--- src/rtl/osc_pkg.sv ---
package osc_pkg;
  // control byte bit positions
  localparam int CB_SAW  = 0;
  localparam int CB_TRI  = 1;
  localparam int CB_PUL  = 2;
  localparam int CB_NOI  = 3;
  localparam int CB_TEST = 4;
  localparam int CB_RING = 5;
  localparam int CB_SYNC = 6;
  localparam int CB_GATE = 7;
  localparam int NSHAPES = 4;

  localparam int LFSR_W = 23;
  localparam int TAP_W  = 8;

  function automatic logic [TAP_W-1:0] noise_taps(input logic [LFSR_W-1:0] s);
    return {s[20], s[18], s[14], s[11], s[9], s[5], s[2], s[0]};
  endfunction

  function automatic logic [LFSR_W-1:0] lfsr_step(input logic [LFSR_W-1:0] s);
    return {s[LFSR_W-2:0], s[22] ^ s[17]};
  endfunction
endpackage

--- src/rtl/osc_phase.sv ---
module osc_phase #(
  parameter int ACC_W  = 24,
  parameter int FREQ_W = 16,
  parameter int TICK_B = 19
) (
  input  logic              clk,
  input  logic              rst_n,
  input  logic [FREQ_W-1:0] freq,
  input  logic              test,
  input  logic              sync_en,
  input  logic              nbr_sync,
  output logic [ACC_W-1:0]  acc,
  output logic              sync_out,
  output logic              noise_tick
);
  localparam int PAD_W = ACC_W - FREQ_W;

  logic msb_q;
  logic tick_q;
  logic [ACC_W-1:0] acc_nxt;

  always_comb begin
    if (test || (sync_en && nbr_sync)) acc_nxt = '0;
    else                               acc_nxt = acc + {{PAD_W{1'b0}}, freq};
  end

  always_ff @(posedge clk or negedge rst_n) begin
    if (!rst_n) begin
      acc    <= '0;
      msb_q  <= 1'b0;
      tick_q <= 1'b0;
    end else begin
      acc    <= acc_nxt;
      msb_q  <= acc[ACC_W-1];
      tick_q <= acc[TICK_B];
    end
  end

  assign sync_out   = acc[ACC_W-1] & ~msb_q;
  assign noise_tick = acc[TICK_B] & ~tick_q;
endmodule

--- src/rtl/osc_noise.sv ---
module osc_noise
  import osc_pkg::*;
(
  input  logic             clk,
  input  logic             rst_n,
  input  logic             test,
  input  logic             tick,
  output logic [TAP_W-1:0] taps
);
  logic [LFSR_W-1:0] state;

  always_ff @(posedge clk or negedge rst_n) begin
    if (!rst_n)     state <= '1;
    else if (test)  state <= '1;
    else if (tick)  state <= lfsr_step(state);
  end

  assign taps = noise_taps(state);
endmodule

--- src/rtl/osc_shaper.sv ---
module osc_shaper
  import osc_pkg::*;
#(
  parameter int OUT_W = 12,
  parameter int PW_W  = 12
) (
  input  logic [OUT_W:0]      top,    // upper OUT_W+1 phase bits
  input  logic [PW_W-1:0]     pw,
  input  logic [NSHAPES-1:0]  sel,
  input  logic                test,
  input  logic                ring,
  input  logic                nbr_msb,
  input  logic [TAP_W-1:0]    taps,
  output logic [OUT_W-1:0]    wave
);
  logic [OUT_W-1:0] shape [NSHAPES];
  logic [OUT_W-1:0] part  [NSHAPES+1];
  logic fold;
  logic pul_hi;

  assign fold   = top[OUT_W] ^ (ring & nbr_msb);
  assign pul_hi = test || (top[OUT_W -: PW_W] < pw);

  assign shape[CB_SAW] = top[OUT_W -: OUT_W];
  assign shape[CB_TRI] = fold ? ~top[OUT_W-1:0] : top[OUT_W-1:0];
  assign shape[CB_PUL] = {OUT_W{pul_hi}};
  assign shape[CB_NOI] = {taps, {(OUT_W-TAP_W){1'b0}}};

  assign part[0] = '1;
  for (genvar g = 0; g < NSHAPES; g++) begin : g_and
    assign part[g+1] = sel[g] ? (part[g] & shape[g]) : part[g];
  end

  assign wave = (|sel) ? part[NSHAPES] : '0;
endmodule

--- src/rtl/osc_voice.sv ---
module osc_voice
  import osc_pkg::*;
#(
  parameter int ACC_W  = 24,
  parameter int FREQ_W = 16,
  parameter int PW_W   = 12,
  parameter int OUT_W  = 12,
  parameter int TICK_B = 19
) (
  input  logic              clk,
  input  logic              rst_n,
  input  logic [FREQ_W-1:0] freq,
  input  logic [PW_W-1:0]   pw,
  input  logic [7:0]        mode,
  input  logic              nbr_msb,
  input  logic              nbr_sync,
  output logic [OUT_W-1:0]  wave,
  output logic              phase_msb,
  output logic              sync_out,
  output logic [TAP_W-1:0]  wave_rd
);
  logic [ACC_W-1:0] acc;
  logic             tick;
  logic [TAP_W-1:0] taps;
  logic             gate_unused;
  logic [ACC_W-OUT_W-2:0] low_unused;

  assign gate_unused = mode[CB_GATE];
  assign low_unused  = acc[ACC_W-OUT_W-2:0];

  osc_phase #(.ACC_W(ACC_W), .FREQ_W(FREQ_W), .TICK_B(TICK_B)) u_phase (
    .clk(clk), .rst_n(rst_n), .freq(freq), .test(mode[CB_TEST]),
    .sync_en(mode[CB_SYNC]), .nbr_sync(nbr_sync), .acc(acc),
    .sync_out(sync_out), .noise_tick(tick)
  );

  osc_noise u_noise (
    .clk(clk), .rst_n(rst_n), .test(mode[CB_TEST]), .tick(tick), .taps(taps)
  );

  osc_shaper #(.OUT_W(OUT_W), .PW_W(PW_W)) u_shape (
    .top(acc[ACC_W-1 -: OUT_W+1]), .pw(pw), .sel(mode[NSHAPES-1:0]),
    .test(mode[CB_TEST]), .ring(mode[CB_RING]), .nbr_msb(nbr_msb),
    .taps(taps), .wave(wave)
  );

  assign phase_msb = acc[ACC_W-1];
  assign wave_rd   = wave[OUT_W-1 -: TAP_W];
endmodule

--- config.mk ---
export PLATFORM = sky130hd
export DESIGN_NAME = osc_voice
export DESIGN_NICKNAME = d
export VERILOG_FILES = /design/src/rtl/osc_pkg.sv /design/src/rtl/osc_phase.sv /design/src/rtl/osc_noise.sv /design/src/rtl/osc_shaper.sv /design/src/rtl/osc_voice.sv
export SDC_FILE = /design/constraint.sdc
export NUM_CORES = 1
export LEC_CHECK = 0
export BUFFER_PORTS_ARGS = -buffer_cell sky130_fd_sc_hd__buf_2
export CORE_ASPECT_RATIO = 0.6
export CORE_UTILIZATION = 57
export DETAILED_ROUTE_END_ITERATION = 8
export HOLD_SLACK_MARGIN = 0.1
export PLACE_DENSITY_LB_ADDON = 0.15
export SLEW_MARGIN = 0
export SYNTH_ARGS = -nofsm -noshare
export SYNTH_HDL_FRONTEND = slang
export SYNTH_HIERARCHICAL = 1
export SYNTH_SLANG_ARGS = --single-unit
--- constraint.sdc ---
create_clock -name clk -period 3.7 [get_ports clk]
set_clock_uncertainty 0.1 [all_clocks]
set_input_delay 1.11 -clock clk [delete_from_list [all_inputs] [get_ports clk]]
set_output_delay 1.11 -clock clk [all_outputs]
set_load 0.05 [all_outputs]
==> run_results.csv <==
group,metric,value,unit
worst_setup_path,crit_path_end_kind,"output port",
worst_setup_path,worst_setup_path_start_kind,"input port",
timing,fmax,267,MHz
timing,period_share,101,%
yosys,synth_edf_count,0,
run_status,violations,"setup timing",
worst_setup_path,r2r_slack,1.16,ns
floorplan,core_area,0.00619,sq mm
timing,slew_headroom,34.7,%
power_and_ir_drop,p_sw_share,36.2,%
cts,cts_max_path_buffers,2,
worst_setup_path,crit_start,"pw[7]",
worst_setup_path,criticalPathCategory,"input port to output port",
floorplan,pin_count,62,
route,wl_per_cell,17.1,um
floorplan,start_util,59.8,%
worst_setup_path,r2r-end,"u_phase/acc[16]",
cts,clk_pin_slew,0.10,ns
global_route,grtUsageMet1,43.8,%
worst_setup_path,arrival,2.54,ns
global_route,grt-ovfl-total,0,
worst_hold_path,min-delay-path-class,"flip-flop to flip-flop",
placed_design,gp_congestion,0.915,
worst_setup_path,cp_max_fo,4,
floorplan,die_w,106,um
yosys,syn_area_per_cell,9.19,sq um
power_and_ir_drop,p_int,1.08,mW
cts,cts_tree,"yes",
yosys,async_flop_share,100,%
yosys,mappedNetlistNets,471,
floorplan,dieArea,0.00683,sq mm
placed_design,hpwl,6590,um
route,drtIter0Drc,292,
timing,tightestPinTransition,0.979,ns
yosys,yosysSeqAreaShare,33.9,%
finish,fillers,446,
global_route,busiest_layer,"met1",
power_and_ir_drop,leakage,1.96,nW
yosys,synth_area,0.00370,sq mm
power_and_ir_drop,p_seq_share,35.1,%
worst_setup_path,rr_startpoint,"u_phase/acc[0]",
route,drc,0,
floorplan,rows,22,
finish,n_antenna_cell,0,
finish,num-nets-final,521,
job,drv_cap,0,
timing,rsz0062_at_grt,"yes",
run_status,status,"finished with violations",
power_and_ir_drop,p_switching,615,uW
cts,clk-insertion-delay-late,0.31,ns
timing,final-setup-viol-count,20,
cts,cts_buffers,5,
yosys,netlist_instances,403,
yosys,synth_cell_type_count,56,
power_and_ir_drop,clkPwrFrac,26.4,%
yosys,synth_seq_cells,49,
placed_design,dp.cells,530,
route,wl,9220,um
route,vias,3162,
yosys,yosys_warnings,6,
worst_setup_path,reg2reg_depth,7,
timing,whs,0.452,ns
placed_design,port_buffers,60,
global_route,use_met2,39.4,%
yosys,synth_ff_type,"dfrtp_1",
cts,cts_setup_buffers,0,
global_route,grt_pass1_wl,14700,um
timing,hold_viol,0,
finish,syn_to_final_growth,22.7,%
global_route,grtUsageTotal,28.0,%
timing,final_max_slew_viol_count,0,
placed_design,placed_cell_area,0.00408,sq mm
global_route,grt_pass1_vias,2898,
timing,worst_slack,-0.0469,ns
route,ant_nets,0,
worst_setup_path,endpoint,"wave[10]",
floorplan,die_h,64.4,um
power_and_ir_drop,finalPower,1.70,mW
cts,cts_sinks,49,
power_and_ir_drop,vdd_drop_max,224,uV
global_route,antenna_found_initial,0,
route,routed_via_density,5.88,
power_and_ir_drop,power_density,374,mW/mm^2
finish,fin_area,0.00454,sq mm
finish,layout-drive-gt1-share,34.1,%
global_route,grt_max_degree,43,
worst_setup_path,cp.required,2.49,ns
route,firstDrtPassIters,5,
timing,layout_min_cycle_time,3.75,ns
finish,fin_cells,538,
global_route,met3_usage,5.33,%
cts,htree_levels,2,
cts,cts_root_buffer,"clkbuf_8",
power_and_ir_drop,pwr-share-comb,38.5,%
repair_timing:
action                                  4_1_cts  5_1_grt
hold buffers                                  0        0
gates resized for setup                      63       22
endpoints found under the hold margin         0        0
gates cloned                                  0        0
pin swaps                                    14        5
endpoints found under the setup margin       20       20
sequential cells by signal (all words and copies together) (netlist names):
name and flops:
u_phase/tick_q 1, u_phase/acc 24, u_phase/msb_q 1, u_noise/state 23
cells in the final DEF (no fill, tap or decap), types with 11 or more instances in the layout:
cell type   n
a21oi_1    40
and3_4     11
dfrtp_1    26
nand2_1    51
nor2_1     18
mux2i_1    32
inv_1      14
ha_1       19
buf_8      18
buf_4      12
dfstp_2    23
buf_2      34
through the flow:
step | TNS [ns] | util, % | setup slack (ns)
after floorplan | 0 | - | 0.00200
after global placement | -2.94 | 65.9 | -0.168
after detailed placement | -3.15 | 65.9 | -0.190
after CTS | -0.187 | 71.9 | -0.0265
after global routing | -2.01 | 73.3 | -0.119
final | -0.596 | 73.3 | -0.0469
power by group through the flow:
| stage | Combinational [mW] | Clock, mW | Sequential, mW |
|---|---|---|---|
| CTS | 0.620 | 0.453 | 0.596 |
| floorplan | 0.454 | 0 | 0.597 |
| detailed placement | 0.571 | 0 | 0.605 |
| global route | 0.704 | 0.479 | 0.600 |
| global placement | 0.557 | 0 | 0.603 |
| finish | 0.653 | 0.448 | 0.596 |
synthesized netlist by cell type (2+ instances only):
cell type,instances,area (sq um)
nand2_1,51,191
o21ai_0,7,35.0
nor3b_1,2,15.0
a21oi_1,43,215
and2_1,3,18.8
nor2b_1,5,31.3
o21bai_1,2,15.0
nand4_1,5,31.3
ha_1,27,338
o21ai_1,3,15.0
nand2b_1,8,50.1
xnor2_1,10,87.6
and4_1,2,17.5
buf_4,17,128
and3_1,16,100
o21a_1,2,15.0
nand3_1,6,30.0
nor2_1,19,71.3
inv_1,22,82.6
a22oi_1,2,15.0
a31oi_1,3,18.8
buf_2,3,15.0
dfrtp_1,26,651
o31ai_2,2,25.0
buf_12,2,40.0
a21o_1,7,52.6
nor3_1,6,30.0
a211oi_2,2,25.0
mux2i_1,32,320
clkbuf_1,4,15.0
dfstp_2,23,604
xor2_1,10,87.6
o211ai_1,3,22.5
buf_6,4,45.0
a211oi_1,3,22.5
layer usage:
metal	share of wire, %	wire length [um]
met1	50	4600
met4	0.80	74
met2	42	3890
met5	0	0
met3	7.1	651
critical path, cell delays in order:
cell      delay (ns)
buf_6           0.09
inv_2           0.06
ha_4            0.20
a21oi_2         0.14
o221ai_2        0.13
a32oi_2         0.27
buf_4           0.17
and3_4          0.21
buf_8           0.15
how the worst min path moves through the flow:
| stage | start | to | slack, ns | cells after the start |
|---|---|---|---|---|
| final | u_noise/state[19] | u_noise/state[19] | 0.45 | 2 |
| after global routing | u_noise/state[13] | u_noise/state[14] | 0.47 | 2 |
| after floorplan | u_phase/acc[19] | u_phase/tick_q | 0.41 | 0 |
| after global placement | u_noise/state[3] | u_noise/state[3] | 0.43 | 2 |
| after detailed placement | u_noise/state[4] | u_noise/state[4] | 0.43 | 2 |
| after CTS | u_noise/state[4] | u_noise/state[4] | 0.45 | 2 |
kinds of logic after synthesis:
logic type / share of synthesized area [%]
simple gates: 17.5
compound gates: 16.2
buf+inv: 8.89
flops: 33.9
mux: 8.65
fa+ha+maj: 9.67
xor+xnor: 5.17
final cells by class:
| type | count | area [sq um] | share of cell area [%] |
|---|---|---|---|
| Inverter | 23 | 93.8 | 2.07 |
| Clock inverter | 2 | 38.8 | 0.854 |
| Clock buffer | 6 | 93.8 | 2.07 |
| Multi-Input combinational cell | 301 | 2320 | 51.2 |
| Timing Repair Buffer | 73 | 632 | 13.9 |
| Sequential cell | 49 | 1250 | 27.6 |
| Tap cell | 84 | 105 | 2.31 |
Note: power is estimated with default switching activity, not from simulation.
